<file path="config.mk">
export PLATFORM = sky130hd
export DESIGN_NAME = mmu_table_walker
export DESIGN_NICKNAME = d
export VERILOG_FILES = /design/src/rtl/mmu_tw_pkg.sv /design/src/rtl/mmu_tw_desc_dec.sv /design/src/rtl/mmu_tw_index.sv /design/src/rtl/mmu_table_walker.sv
export SDC_FILE = /design/constraint.sdc
export NUM_CORES = 1
export LEC_CHECK = 0
export ABC_AREA = 0
export BUFFER_PORTS_ARGS = -buffer_cell sky130_fd_sc_hd__buf_2
export CAP_MARGIN = 5
export CORE_ASPECT_RATIO = 1.75
export CORE_UTILIZATION = 35
export CTS_CLUSTER_DIAMETER = 80
export CTS_CLUSTER_SIZE = 12
export DETAILED_ROUTE_END_ITERATION = 10
export MAX_ROUTING_LAYER = met4
export PLACE_DENSITY_LB_ADDON = 0.12
export SYNTH_ARGS = -nofsm -noshare
export SYNTH_HDL_FRONTEND = slang
export SYNTH_SLANG_ARGS = --single-unit
export TNS_END_PERCENT = 30
</file>
<file path="constraint.sdc">
create_clock -name clk -period 11.8 [get_ports clk]
set_input_delay 0.59 -clock clk [delete_from_list [all_inputs] [get_ports clk]]
set_output_delay 0.59 -clock clk [all_outputs]
set_load 0.01 [all_outputs]
</file>
<file path="src/rtl/mmu_tw_pkg.sv">
// Shared types for the page table walker.
// Assumes descriptor flag positions are fixed across all entry formats.
package mmu_tw_pkg;

    typedef enum logic [1:0] {
        KIND_INVALID = 2'd0,
        KIND_PAGE    = 2'd1,
        KIND_SHORT   = 2'd2,
        KIND_LONG    = 2'd3
    } desc_kind_e;

    typedef enum logic [1:0] {
        FLT_NONE    = 2'd0,
        FLT_INVALID = 2'd1,
        FLT_PROT    = 2'd2,
        FLT_LIMIT   = 2'd3
    } fault_e;

    typedef enum logic [2:0] {
        ST_IDLE,
        ST_RD_ATTR,
        ST_RD_BASE,
        ST_WB,
        ST_ADV,
        ST_FIN
    } walk_state_e;

    typedef struct packed {
        desc_kind_e kind;
        logic       wp;
        logic       used;
        logic       modified;
        logic       ci;
    } desc_flags_t;

    localparam int unsigned POS_WP   = 2;
    localparam int unsigned POS_USED = 3;
    localparam int unsigned POS_MOD  = 4;
    localparam int unsigned POS_CI   = 6;

endpackage

</file>
<file path="src/rtl/mmu_tw_desc_dec.sv">
// Splits a descriptor attribute word into its type and flag bits.
// Assumes the same flag positions for long and short formats.
module mmu_tw_desc_dec
    import mmu_tw_pkg::*;
(
    input  logic [31:0]  attr,
    output desc_flags_t  flags
);
    logic attr_unused;

    // Field extraction
    always_comb begin
        flags.kind     = desc_kind_e'(attr[1:0]);
        flags.wp       = attr[POS_WP];
        flags.used     = attr[POS_USED];
        flags.modified = attr[POS_MOD];
        flags.ci       = attr[POS_CI];
    end

    assign attr_unused = ^{attr[31:7], attr[5]};
endmodule

</file>
<file path="src/rtl/mmu_tw_index.sv">
// Picks the index field for the current level, forms the entry address
// and gives the page-offset mask that applies if a page ends the walk there.
// Assumes level is 0..2 and the offset width is at least 8 bits.
module mmu_tw_index #(
    parameter int unsigned L1_W = 7,
    parameter int unsigned L2_W = 6,
    parameter int unsigned L3_W = 6
) (
    input  logic [31:0] va,
    input  logic [1:0]  level,
    input  logic [31:0] tbl_base,
    input  logic        is_long,
    output logic [31:0] entry_addr,
    output logic [31:0] off_mask
);
    localparam int unsigned OFF_W = 32 - L1_W - L2_W - L3_W;
    localparam logic [31:0] MASK_L1 = (32'd1 << (L2_W + L3_W + OFF_W)) - 32'd1;
    localparam logic [31:0] MASK_L2 = (32'd1 << (L3_W + OFF_W)) - 32'd1;
    localparam logic [31:0] MASK_L3 = (32'd1 << OFF_W) - 32'd1;

    logic [L1_W-1:0] idx1;
    logic [L2_W-1:0] idx2;
    logic [L3_W-1:0] idx3;
    logic [31:0]     idx_ext;
    logic            addr_unused;

    assign idx1 = va[31 -: L1_W];
    assign idx2 = va[OFF_W + L3_W +: L2_W];
    assign idx3 = va[OFF_W +: L3_W];

    // Level selection of index and offset mask
    always_comb begin
        case (level)
            2'd0:    begin idx_ext = 32'(idx1); off_mask = MASK_L1; end
            2'd1:    begin idx_ext = 32'(idx2); off_mask = MASK_L2; end
            default: begin idx_ext = 32'(idx3); off_mask = MASK_L3; end
        endcase
    end

    // Entry address: aligned base plus scaled index
    assign entry_addr = {tbl_base[31:4], 4'b0000}
                      + (is_long ? (idx_ext << 3) : (idx_ext << 2));

    assign addr_unused = ^{va[OFF_W-1:0], tbl_base[3:0]};
endmodule

</file>
<file path="src/rtl/mmu_table_walker.sv">
// Walks a descriptor tree of up to three levels for one request at a time.
// Checks the root pointer, fetches each descriptor (two words for long
// entries), updates the used/modified bits and reports an address or a fault.
// Assumes memory acknowledges each request exactly once, holding rdata with ack.
module mmu_table_walker
    import mmu_tw_pkg::*;
#(
    parameter int unsigned L1_IDX_W = 7,
    parameter int unsigned L2_IDX_W = 6,
    parameter int unsigned L3_IDX_W = 6
) (
    input  logic        clk,
    input  logic        rst_n,
    input  logic        start,
    input  logic [31:0] va,
    input  logic        is_write,
    input  logic [31:0] root_attr,
    input  logic [31:0] root_base,
    output logic        busy,
    output logic        done,
    output logic [31:0] pa,
    output logic        pa_wp,
    output logic        pa_ci,
    output logic [1:0]  fault,
    output logic        mem_req,
    output logic        mem_we,
    output logic [31:0] mem_addr,
    output logic [31:0] mem_wdata,
    input  logic        mem_ack,
    input  logic [31:0] mem_rdata
);
    localparam int unsigned LAST_LEVEL = 2;

    walk_state_e state_q;
    logic [31:0] va_q;
    logic        wr_q;
    logic [1:0]  level_q;
    logic [31:0] tbl_base_q;
    logic        long_q;
    logic        wp_acc_q;
    logic [31:0] attr_q;
    logic [31:0] base_q;
    logic [31:0] pa_q;
    logic        pa_wp_q;
    logic        pa_ci_q;
    fault_e      fault_q;

    desc_flags_t root_flags, rd_flags, cur_flags;
    logic [31:0] entry_addr, off_mask, page_word, new_attr;
    logic [L1_IDX_W-1:0] root_idx;
    logic        root_lim_fail, need_wb, cur_is_page;
    logic        flags_unused;

    mmu_tw_desc_dec u_dec_root (.attr(root_attr), .flags(root_flags));
    mmu_tw_desc_dec u_dec_rd   (.attr(mem_rdata), .flags(rd_flags));
    mmu_tw_desc_dec u_dec_cur  (.attr(attr_q),    .flags(cur_flags));

    mmu_tw_index #(.L1_W(L1_IDX_W), .L2_W(L2_IDX_W), .L3_W(L3_IDX_W)) u_index (
        .va(va_q), .level(level_q), .tbl_base(tbl_base_q), .is_long(long_q),
        .entry_addr(entry_addr), .off_mask(off_mask)
    );

    // Root upper-limit test on the incoming first-level index
    assign root_idx      = va[31 -: L1_IDX_W];
    assign root_lim_fail = !root_attr[31] && (32'(root_idx) > 32'(root_attr[30:16]));

    // Write-back value and whether a write is needed
    assign cur_is_page = (cur_flags.kind == KIND_PAGE);
    assign page_word   = long_q ? base_q : attr_q;
    always_comb begin
        new_attr = attr_q;
        new_attr[POS_USED] = 1'b1;
        if (cur_is_page && wr_q) new_attr[POS_MOD] = 1'b1;
    end
    assign need_wb = (new_attr != attr_q);

    // Memory port drive from state
    always_comb begin
        mem_req   = (state_q == ST_RD_ATTR) || (state_q == ST_RD_BASE)
                 || ((state_q == ST_WB) && need_wb);
        mem_we    = (state_q == ST_WB);
        mem_addr  = (state_q == ST_RD_BASE) ? entry_addr + 32'd4 : entry_addr;
        mem_wdata = new_attr;
    end

    // Walk sequencing and result capture
    always_ff @(posedge clk) begin
        if (!rst_n) begin
            state_q    <= ST_IDLE;
            va_q       <= '0;
            wr_q       <= 1'b0;
            level_q    <= '0;
            tbl_base_q <= '0;
            long_q     <= 1'b0;
            wp_acc_q   <= 1'b0;
            attr_q     <= '0;
            base_q     <= '0;
            pa_q       <= '0;
            pa_wp_q    <= 1'b0;
            pa_ci_q    <= 1'b0;
            fault_q    <= FLT_NONE;
        end else begin
            case (state_q)
                ST_IDLE: if (start) begin
                    va_q       <= va;
                    wr_q       <= is_write;
                    level_q    <= '0;
                    tbl_base_q <= root_base;
                    long_q     <= (root_flags.kind == KIND_LONG);
                    wp_acc_q   <= root_flags.wp;
                    pa_q       <= '0;
                    pa_wp_q    <= 1'b0;
                    pa_ci_q    <= 1'b0;
                    fault_q    <= FLT_NONE;
                    if (root_flags.kind == KIND_INVALID || root_flags.kind == KIND_PAGE) begin
                        fault_q <= FLT_INVALID;
                        state_q <= ST_FIN;
                    end else if (root_lim_fail) begin
                        fault_q <= FLT_LIMIT;
                        state_q <= ST_FIN;
                    end else if (is_write && root_flags.wp) begin
                        fault_q <= FLT_PROT;
                        state_q <= ST_FIN;
                    end else begin
                        state_q <= ST_RD_ATTR;
                    end
                end
                ST_RD_ATTR: if (mem_ack) begin
                    attr_q <= mem_rdata;
                    if (rd_flags.kind == KIND_INVALID ||
                        (level_q == 2'(LAST_LEVEL) && rd_flags.kind != KIND_PAGE)) begin
                        fault_q <= FLT_INVALID;
                        state_q <= ST_FIN;
                    end else if (wr_q && (wp_acc_q || rd_flags.wp)) begin
                        fault_q <= FLT_PROT;
                        state_q <= ST_FIN;
                    end else begin
                        wp_acc_q <= wp_acc_q | rd_flags.wp;
                        state_q  <= long_q ? ST_RD_BASE : ST_WB;
                    end
                end
                ST_RD_BASE: if (mem_ack) begin
                    base_q  <= mem_rdata;
                    state_q <= ST_WB;
                end
                ST_WB: if (!need_wb || mem_ack) begin
                    state_q <= ST_ADV;
                end
                ST_ADV: begin
                    if (cur_is_page) begin
                        pa_q    <= (page_word & ~off_mask) | (va_q & off_mask);
                        pa_wp_q <= wp_acc_q;
                        pa_ci_q <= cur_flags.ci;
                        state_q <= ST_FIN;
                    end else begin
                        level_q    <= level_q + 2'd1;
                        tbl_base_q <= page_word;
                        long_q     <= (cur_flags.kind == KIND_LONG);
                        state_q    <= ST_RD_ATTR;
                    end
                end
                default: state_q <= ST_IDLE;
            endcase
        end
    end

    assign busy  = (state_q != ST_IDLE);
    assign done  = (state_q == ST_FIN);
    assign pa    = pa_q;
    assign pa_wp = pa_wp_q;
    assign pa_ci = pa_ci_q;
    assign fault = fault_q;

    assign flags_unused = ^{rd_flags.used, rd_flags.modified, rd_flags.ci,
                            root_flags.used, root_flags.modified, root_flags.ci,
                            cur_flags.wp, cur_flags.used, cur_flags.modified};
endmodule

</file>
# Yosys cells after proc, flatten, opt, wreduce, memory -nomap -nowiden

Index checks and enable logic that the tools add are counted.
Widths: inputs -> output; s select.

Flip-flop bits (word level): 172
Output and inout port bits: 104

Order comparisons: 1
Add/subtract/negate cells: 3
Multiplexer cells: 48
Bitwise operators: 5
Equality and inequality tests: 22
Reductions and logical operators: 29

Operators with widths:

| cell                  | number |
|---|---|
| $mux 32               | 6 |
| $pmux 32 s2           | 2 |
| $and 32x32->32        | 2 |
| $pmux 25 s2           | 1 |
| $add 32x3->32 const B | 1 |
| $add 32x32->32        | 1 |
| $not 32->32           | 1 |
| $or 32x32->32         | 1 |
| $mux 3                | 10 |
| $mux 2                | 9 |
| $gt 7x15->1           | 1 |
| $pmux 3 s5            | 1 |
| $ne 2x2->1 const B    | 7 |
| $pmux 7 s2            | 1 |
| $mux 1                | 11 |
| $mux 10               | 1 |
| $pmux 1 s2            | 4 |
| $pmux 2 s2            | 2 |
| $reduce_and 4->1      | 2 |
| $eq 2x1->1 const B    | 3 |
| $eq 2x2->1 const B    | 3 |
| $eq 3x2->1 const B    | 2 |
| $eq 3x3->1 const B    | 2 |
| $logic_and 1x1->1     | 6 |
| 15 further kinds      | 28 |

# Longest topological paths before layout

Gate-level depths: netlist of run 1.

Depth in word-level cells: 8
Depth in mapped cells: 19
Mapped depth without buffers: 18

# Hierarchy

From an unflattened synthesis of run 1, not the netlist that was laid out.

Cell total of the unflattened synthesis: 1,258
Area, all modules: 9,875.7 um^2

By module, submodules not included:

| module           | times used | area each (um^2) | cells an instance |
|---|---|---|---|
| mmu_table_walker | 1          | 8,603.3          | 1,081 |
| mmu_tw_index     | 1          | 1,137.3          | 159 |
| mmu_tw_desc_dec  | 3          | 45.0             | 6 |

# Worst setup path before layout of run 1

OpenSTA, ideal clock, no wires.

Kind: reg-to-output
Start: register level_q[0]
End: output port mem_addr[28]
Arrival time: 4.243 ns
Path slack: 6.967 ns
Buffers on the path: 2
Required time: 11.210 ns
Stages on the path, launching flop included: 19
Path through: dfxtp_1 -> inv_1 -> ha_1 -> clkbuf_1 -> nor2_2 -> clkbuf_1 -> a21oi_1 -> a21oi_1 -> ha_1 -> inv_1 -> fa_1 -> nor2b_1 -> o21ai_2 -> a2111oi_4 -> xor2_1 -> o2111ai_2 -> or2_1 -> or3_1 -> nand3_1

Cells in the longest elaborated chain, start to end: 6
Elaborated cells between the ends (all ways): 7
Those cells by class: 2 x add/sub; 1 x eq/ne; 3 x mux; 1 x reduce/logical

RTL lines:

| item                                          | line                    | text |
|---|---|---|
| start: declaration                            | mmu_table_walker.sv:37  | `logic [1:0] level_q;` |
| start signal: assignment                      | mmu_table_walker.sv:156 | `level_q <= level_q + 2'd1;` |
| $eq 2x1->1 or $logic_not 2->1 (tied branches) | mmu_tw_index.sv:33      | `case (level)` |
| $pmux 7 s2 *                                  | mmu_tw_index.sv:33      |  |
| $mux 10 *                                     | mmu_tw_index.sv:42      | `+ (is_long ? (idx_ext << 3) : (idx_ext << 2));` |
| $add 32x32->32 *                              | mmu_tw_index.sv:42      |  |
| $add 32x3->32                                 | mmu_table_walker.sv:82  | `mem_addr = (state_q == ST_RD_BASE) ? entry_addr + 32'd4 : entry_addr;` |
| $mux 32 *                                     | mmu_table_walker.sv:82  |  |
| end: declaration                              | mmu_table_walker.sv:27  | `output logic [31:0] mem_addr,` |

Mark *: on every way between the ends. The rest lies on a longest branch, timed or not.

# Final worst setup path of run 1

Start: register level_q[0]
End: output port mem_addr[31]

The elaborated chain is that of the path after synthesis.

==> impl_metrics.toml, run 1 <==
[cts]
cts_made_buffers = 17
clk_latency_ns = 0.45
cts_setup_buffers = 0
clk_path_buf_depth = 2
cts_tree = "built"
post_cts_resized = 0
cts_hold_buf = 0
clock-sinks = 164
root_buffer = "clkbuf_16"
htreeDepth = 4
clk_pin_slew_worst_paths_ns = 0.07

[grt]
grt_max_degree = 102
grt_antenna_before_repair = 0
grt_pass1_wl_mm = 44.2
grt_pass1_vias = 8079
grt_use_total = 0.228
grt_remaining_overflow = 0

[sta]
finalCritPeriodShare = 0.515
finalWorstSetupSlack_ns = 5.72
hold_viol_final = 0
rsz0062_at_grt = "no"
maxClockFrequency_ghz = 0.165
slew_headroom = 0.293
worst_slew_pin_slew_ns = 1.06
min_period_ns = 6.08
drv_slew = 0
setup_viol = 0
finalSetupTns_ns = 0
skew_ns = 0.0132

[placement]
port_buffers = 216
dp_slack_ns = 6.18
place.gp.congestion = 0.970
dp_hpwl_mm = 21.3

[die]
io_pins = 237
initial_core_util = 0.358
dieHeight_um = 215
die_width_um = 124
die_area_sq_um = 26700
core_sq_um = 25400
rows = 77

[logic_synthesis]
synth-seq-area-share = 0.360
synth_most_common_cell = "nand2_1"
synth_flop_cell = "dfxtp_1"
yosys.area.top_type_share = 0.360
synth_cells = 1165
synth_compound_area_frac = 0.211
ys_top_cells_by_area = "dfxtp_1 (36%), nand2_1 (11%), a21boi_0 (9.3%)"
ys_ff_latch = 164
synth_fa_ha_area_frac = 0.0269
synth_cell_types = 59
ys_warn_count = 0
syn_area_per_cell_sq_um = 7.82
synthTopCellsByCount = "nand2_1 (264), dfxtp_1 (164), a21boi_0 (113)"
yosys.area_share.xor_xnor = 0.0510
synth_top_family_by_area = "simple AND/OR/NAND/NOR gates"
synth_area_leader_cell = "dfxtp_1"
netlist_area_sq_um = 9110
synth-simple-area-share = 0.245
async_flop_share = 0
synth_mux_area_frac = 0.0365
synth_edf_count = 0

[setup_path]
arrival_ns = 5.49
cp.required_ns = 11.21
crit_fanout = 18
cp-end-kind = "primary output"
r2r-end = "tbl_base_q[19]"
r2r-start = "state_q[2]"
startpoint_type = "flip-flop"
crit_type = "reg -> out"
reg2reg_slack_ns = 8.82
worst_r2r_path_depth = 7

[pwr]
power.leakage_nw = 4.21
powerDensity_nw_per_um2 = 191
irDropWorstVdd_v = 0.000104

[min_path]
hp-start = "va[2]"
worstHoldEndpoint = "va_q[2]"
hold_path_class = "in -> reg"
holdPathStages = 3

[detailed_routing]
detail-route-antenna-nets = 0
drt-pass1-iter-count = 4
drt-initial-drc-count = 405
drt-total-wl_mm = 28.7
dr_wl_met3_mm = 1.05
drcViolationCount = 0
top_layer_used = "met4"
vias_per_cell = 5.07
wl_per_cell_um = 17.6
met1_length_mm = 11.8
wl_met2_mm = 15.1
vias = 8292

[finish]
layout-drive-gt1-share = 0.212
final_net_count = 1457
area_delta_synth_final_pct = 18.2
fillers = 2725
diodes = 0

[job]
cap_violations = 0

[status]
status = "complete, no violations"
## critical path, cell delays in order, from the launching register on
cell     delay, ns
dfxtp_1       0.39
inv_1         0.10
ha_1          0.34
nor2_2        0.57
nand2_1       0.11
nand2_1       0.15
nor2_1        0.05
a21oi_1       0.18
ha_1          0.23
inv_1         0.06
fa_1          0.40
nor2b_1       0.22
o21ai_2       0.19
or3_1         0.46
o221a_1       0.32
nor4b_4       0.35
nand4_2       0.29
nor4_2        0.33
xnor2_1       0.14
buf_2         0.14
## cell usage in the layout (no fill, tap or decap), drive strengths merged, types with 26 or more instances in the layout
cell type	count
xnor2	35
nand3	31
nand2	264
a21oi	61
nor2b	43
dfxtp	164
mux2i	31
buf	227
o21ai	26
a21boi	113
nor2	65
## cell families (layout without fill, tap and decap cells)
family / after synthesis / after routing
and+or+nand+nor: 487 / 487
AOI/OAI and AO/OA: 277 / 277
xor gates and xnor gates: 53 / 53
adders and majority gates: 19 / 19
DFF: 164 / 164
muxes: 33 / 33
other: 2 / 3
buffers and inverters: 130 / 282
## sequential cells by signal, indices dropped and copies added, names as in the netlist
| register | flops |
|---|---|
| tbl_base_q | 28 |
| long_q | 1 |
| state_q | 3 |
| wr_q | 1 |
| base_q | 28 |
| va_q | 32 |
| pa | 32 |
| pa_wp | 1 |
| level_q | 2 |
| attr_q | 32 |
| pa_ci | 1 |
| wp_acc_q | 1 |
| fault | 2 |
## metal layers
layer | vias up | global-route usage
li1 | 4200 | -
met2 | 208 | 0.399
met4 | 0 | 0.0901
met5 | - | -
met1 | 3846 | 0.251
met3 | 38 | 0.0375
## worst max-delay path by stage
| stage | from | endpoint | cells past startpoint |
|---|---|---|---|
| after floorplan | level_q[0] | mem_addr[28] | 18 |
| after global placement | level_q[0] | mem_addr[28] | 17 |
| after detailed placement | level_q[0] | mem_addr[28] | 17 |
| after CTS | level_q[0] | mem_addr[28] | 19 |
| after global routing | level_q[0] | mem_addr[31] | 19 |
| final | level_q[0] | mem_addr[31] | 19 |
## power by group
| part | switching [mW] | internal, mW | total (mW) | leakage, nW |
|---|---|---|---|---|
| logic | 0.478 | 0.276 | 0.754 | 2.60 |
| registers | 0.0963 | 0.640 | 0.736 | 1.33 |
| clock network | 0.246 | 0.319 | 0.564 | 0.279 |
| total | 0.820 | 1.23 | 2.05 | 4.21 |
## through the flow
step                      cells  hold slack (ns)  instance area, sq um   util  total power, mW
after global placement     1602            0.449                 10200  0.400             1.50
final                      1634            0.387                 10800  0.423             2.05
after detailed placement   1602            0.456                 10200  0.400             1.51
after global routing       1634            0.375                 10800  0.423             2.20
after floorplan            1166            0.443                  9110      -             1.26
after CTS                  1634            0.363                 10800  0.423             2.08
## cell type report
class	instances	area, sq um	area share
clock buffers	18	439	0.0408
multi-input cells	872	5240	0.487
well taps	316	395	0.0367
flip-flops and latches	164	3280	0.305
repair buffers	227	1170	0.108
inverters	23	86.3	0.00802
clock inverters	14	153	0.0142
(Power assumes the default switching activity.)
==> run 2, diff against run 1 <==
Clock period 11.8 ns to 5.5 ns, I/O delays scaled along.
==> run 2 against run 1 <==
- die area stayed put
- first-iteration DRC count is 16% lower
- combinational power increased by 120%
- final area increased by 0.79%
- cell count rose by 0.43%
- clock power up 130%
- power is 120% higher
- worst setup slack worse by 5.4 ns
- clock-buffer cell count rose by 3
==> impl_metrics.toml, run 2 (synthesis results as in run 1) <==
[die]
initial_core_util = 0.358
core_sq_um = 25400
rows = 77
die_area_sq_um = 26700
die_width_um = 124
io_pins = 237
dieHeight_um = 215

[finish]
finish.instance_area_sq_um = 10800
final_util = 0.427
final_net_count = 1461
layout_commonest_cell = "nand2_1"
fillers = 2746
layout-drive-gt1-share = 0.213
area_delta_synth_final_pct = 19.1
final_cell_mix = "nand2_1 (264), buf_2 (215), dfxtp_1 (163), a21boi_0 (113), nor2_1 (63)"
final-seq-area_sq_um = 3280
multi_input_area_sq_um = 5270

[detailed_routing]
wl_met2_mm = 15.3
dr_wl_met3_mm = 1.22
vias = 8289
vias_per_cell = 5.05
wl_per_cell_um = 17.5
detail-route-antenna-nets = 0
drt-pass1-iter-count = 5
drcViolationCount = 0
met1_length_mm = 11.5
drt-total-wl_mm = 28.8
drt-initial-drc-count = 341
top_layer_used = "met4"

[setup_path]
worst_r2r_path_depth = 7
r2r-start = "state_q[1]"
worst_path_max_delay_cell = "or3_1"
max_stage_delay_ns = 0.47
worstPathCellList = "inv_1 -> ha_2 -> nor2_2 -> buf_4 -> a21oi_1 -> a21oi_1 -> ha_1 -> inv_1 -> fa_1 -> nor2b_1 -> o21ai_2 -> or3_1 -> o221a_1 -> nor4b_4 -> buf_4 -> nand4_4 -> or3_1 -> nand3_1 -> buf_2"
arrival_ns = 4.89
cp.required_ns = 5.22
reg2reg_slack_ns = 2.60
startpoint_type = "flip-flop"
crit_type = "reg -> out"
r2r-end = "pa[25]"
cp-end-kind = "primary output"
crit_fanout = 17

[grt]
grt_max_degree = 87
grt_use_total = 0.228
grt_pass1_wl_mm = 44.0
grt_pass1_vias = 8163
grt_antenna_before_repair = 3
grt_remaining_overflow = 0

[cts]
clk_pin_slew_worst_paths_ns = 0.07
root_buffer = "clkbuf_16"
clk_path_buf_depth = 2
cts_made_buffers = 17
cts_hold_buf = 0
clk_latency_ns = 0.44
cts_tree = "built"
clock-sinks = 164
htreeDepth = 4

[sta]
hold_viol_final = 0
min_period_ns = 5.16
rsz0062_at_grt = "no"
finalSetupTns_ns = 0
drv_slew = 0
setup_viol = 0
finalCritPeriodShare = 0.939
skew_ns = 0.00962
slew_headroom = 0.316
worst_slew_pin_slew_ns = 1.03
maxClockFrequency_ghz = 0.194

[min_path]
holdPathStages = 3
hold_path_class = "in -> reg"
hp-start = "va[2]"
worstHoldEndpoint = "va_q[2]"

[placement]
dpl_cell_area_sq_um = 10200
dp_hpwl_mm = 21.4
port_buffers = 216
place.gp.congestion = 0.968

[pwr]
switching_power_mw = 1.74
power.leakage_nw = 4.26
irDropWorstVdd_v = 0.000240
combPwrFrac = 0.363
internal_power_mw = 2.74
powerDensity_nw_per_um2 = 413
sw_frac_of_total = 0.389
seqPwrFrac = 0.354
clkPwrFrac = 0.283

[job]
cap_violations = 0

[status]
status = "complete, no violations"
==> run 2: timing repair <==
action	in CTS	in global routing
endpoints found under the setup margin	0	11
setup buffers	0	1
resized for setup	0	5
==> run 2: power by group through the flow <==
stage,Sequential [mW],Combinational (mW),Clock (mW)
finish,1.59,1.63,1.27
global placement,1.61,1.63,0
CTS,1.59,1.65,1.30
floorplan,1.50,1.21,0
detailed placement,1.61,1.64,0
global route,1.61,1.82,1.35
==> run 2: metrics by stage <==
| stage | std cells | hold slack (ns) | power [mW] | worst slack (ns) |
|---|---|---|---|---|
| floorplan | 1166 | 0.420 | 2.71 | 0.982 |
| global placement | 1605 | 0.448 | 3.24 | 0.714 |
| detailed placement | 1605 | 0.456 | 3.25 | 0.636 |
| CTS | 1636 | 0.0514 | 4.53 | 0.129 |
| global route | 1640 | 0.0581 | 4.78 | 0.0759 |
| finish | 1641 | 0.0745 | 4.48 | 0.336 |
==> run 2: cell type report <==
cell class | count | share of cell area
diodes | 4 | 0.000923
well taps | 316 | 0.0364
inverters | 23 | 0.00796
clock buffers | 21 | 0.0415
repair buffers | 231 | 0.110
flip-flops and latches | 164 | 0.303
clock inverters | 10 | 0.0144
multi-input cells | 872 | 0.486
==> run 2: per-layer routing <==
layer / up-vias / GRT usage
met2: 230 / 0.407
li1: 4215 / -
met3: 43 / 0.0468
met4: 0 / 0.0861
met5: - / -
met1: 3801 / 0.240
==> run 2: critical path, delay by kind of cell (launching register included) <==
kind | cells | cell delay [ns]
compound gates | 4 | 0.83
fa+ha+maj | 3 | 0.90
buf+inv | 5 | 0.69
flops | 1 | 0.39
simple gates | 7 | 1.65
==> run 2: worst max-delay path by stage <==
stage	depth (start not counted)	slack, ns	startpoint	end
floorplan	18	0.98	level_q[0]	mem_addr[28]
detailed placement	18	0.64	level_q[0]	mem_addr[28]
finish	19	0.34	level_q[0]	mem_addr[28]
CTS	18	0.13	level_q[0]	mem_addr[28]
global route	19	0.08	level_q[0]	mem_addr[31]
global placement	18	0.71	level_q[0]	mem_addr[28]
==> run 3, diff against run 2 <==
Settings changed: HOLD_SLACK_MARGIN from default to 0.12, SYNTH_HIERARCHICAL from default to 1.
Clock period 5.5 ns to 4.75 ns, I/O delays scaled along.
==> run 3 against run 2 <==
- sequential power is essentially flat
- synthesized cell count grew 5.5%
- cell count grew 10%
- clock skew grew 0.0021 ns
- combinational power shrank 54%
- register-to-register slack lost 0.51 ns
- critical path type unchanged
- power shrank 18%
- critical path depth is the same
- final area grew 11%
- sequential share of layout area shrank 2.2 points
- clock-buffer cell count grew 1
- core utilization grew 1.6 points
==> impl_metrics.toml, run 3 <==
[sta]
hold_viol_final = 0
maxClockFrequency_ghz = 0.221
slew_headroom = 0.192
setup_viol = 0
drv_slew = 0
worst_slew_pin_slew_ns = 1.21
finalCritPeriodShare = 0.955
whs_ns = 0.205
skew_ns = 0.0117
min_period_ns = 4.53

[setup_path]
arrival_ns = 4.30
crit_fanout = 9
startpoint_type = "flip-flop"
cp-startpoint = "level_q[0]"
crit_type = "reg -> out"
worstPathCellList = "mux2i_2 -> nor2_1 -> a21oi_2 -> mux2i_1 -> ha_1 -> fa_2 -> a211oi_2 -> o21bai_1 -> a21oi_2 -> buf_6 -> nor2_1 -> xor2_1 -> and3_4 -> nand3_2 -> buf_4 -> nor4_4 -> nand2_1 -> xnor2_1 -> buf_2"
cp.required_ns = 4.51
critPathTopFamily = "simple AND/OR/NAND/NOR gates"
crit_cells = 19
r2r-start = "state_q[1]"
max_stage_delay_ns = 0.39
worst_path_max_delay_cell = "fa_2"
cp-end-kind = "primary output"
worst_r2r_path_depth = 5
cp_num_buf_inv = 3

[detailed_routing]
top_layer_used = "met4"
vias_per_cell = 4.83
vias = 8752
drt-total-wl_mm = 30.0
drt-initial-drc-count = 364
met1_length_mm = 12.3
drcViolationCount = 0
drt-pass1-iter-count = 5
detail-route-antenna-nets = 0
wl_met2_mm = 16.1
dr_wl_met3_um = 994
wl_per_cell_um = 16.6

[job]
cap_violations = 0

[grt]
grt_max_degree = 93
grt_pass1_wl_mm = 45.6
grt_pass1_vias = 8358
grt_antenna_before_repair = 1
grt_use_total = 0.219
grt_remaining_overflow = 0

[min_path]
hp-start = "root_attr[1]"
hold_path_class = "in -> reg"
holdPathStages = 3

[pwr]
internal_power_mw = 2.59
seqPwrFrac = 0.426
clkPwrFrac = 0.369
sw_frac_of_total = 0.297
switching_power_mw = 1.10
irDropWorstVdd_v = 0.000221
powerDensity_nw_per_um2 = 308
combPwrFrac = 0.205
power.leakage_nw = 4.80

[cts]
htreeDepth = 4
cts_tree = "built"
clk_latency_ns = 0.43
clk_pin_slew_worst_paths_ns = 0.06
clk_path_buf_depth = 2
root_buffer = "clkbuf_16"
clock-sinks = 168
cts_made_buffers = 17

[finish]
area_delta_synth_final_pct = 24.5
layout_commonest_cell = "nand2_1"
final_cell_mix = "nand2_1 (287), buf_2 (215), dfxtp_1 (165), a21boi_0 (87), dlygate4sd3_1 (66)"
fin_cells = 1811
final_util = 0.442
fillers = 2816
final_net_count = 1579
finish.instance_area_sq_um = 12000
layout-drive-gt1-share = 0.220

[die]
dieHeight_um = 222
core_sq_um = 27100
rows = 80
initial_core_util = 0.355
die_width_um = 127
io_pins = 237
die_area_sq_um = 28200

[logic_synthesis]
synth_cells = 1229
ys_warn_count = 6
syn_area_per_cell_sq_um = 7.84
netlist_area_sq_um = 9640

[placement]
dpl_cell_area_sq_um = 10500
place_inst = 1701
port_buffers = 216
dp_hpwl_mm = 21.3
place.gp.congestion = 0.852

[status]
status = "complete, no violations"
==> run 3: changes by cell type in the layout (fill, tap and decap cells not counted), sizes merged, moves of 16 or more <==
cell         delta
a21boi         +20
a22oi          -16
conb           +20
dlygate4sd3    +66
nand2          +25
nand3          +27
==> run 3: area by class of cell <==
cell class	count	area [sq um]	share of cell area
Multi-Input combinational cell	917	5580	0.465
Sequential cell	168	3370	0.281
Timing Repair Buffer	311	1970	0.164
Clock buffer	22	464	0.0387
Tap cell	369	462	0.0385
Clock inverter	8	98.8	0.00824
Inverter	15	56.3	0.00469
Antenna cell	1	2.50	0.000209
==> run 3: through the flow <==
| stage | TNS, ns | setup slack [ns] | power [mW] |
|---|---|---|---|
| after floorplan | 0 | 0.316 | 2.08 |
| after global placement | 0 | 0.249 | 2.30 |
| after detailed placement | 0 | 0.206 | 2.30 |
| after CTS | 0 | 0.0140 | 3.72 |
| after global routing | -0.128 | -0.0409 | 3.87 |
| final | 0 | 0.216 | 3.69 |
==> run 3: metal layers <==
layer  global-route usage  vias to the layer above
met5                    -                        -
met4               0.0714                        0
met3               0.0321                       26
met2                0.401                      196
met1                0.238                     4059
li1                     -                     4471
==> run 3: worst paths after layout <==
kind                        to  slack, ns
hold reg to reg     base_q[22]       0.45
setup / recovery  mem_addr[24]       0.22
hold / removal        fault[0]       0.21
setup reg to reg    base_q[23]       2.09
==> run 3: power groups by stage <==
stage               clock network, mW  registers, mW  logic, mW
global route                     1.45           1.58      0.837
CTS                              1.40           1.57      0.745
floorplan                           0           1.57      0.513
global placement                    0           1.60      0.694
detailed placement                  0           1.60      0.700
finish                           1.36           1.57      0.756
==> run 3: timing repair <==
action | in CTS | in global routing
cloned | 0 | 0
pin swaps | 3 | 16
resized for setup | 5 | 26
setup endpoints to repair | 13 | 15
hold buffers | 66 | 0
hold endpoints to repair | 98 | 0
setup buffers | 2 | 11
==> run 3: worst min-delay path: stages <==
cell     delay (ns)
buf_2          0.12
o211a_1        0.17
a21oi_1        0.06
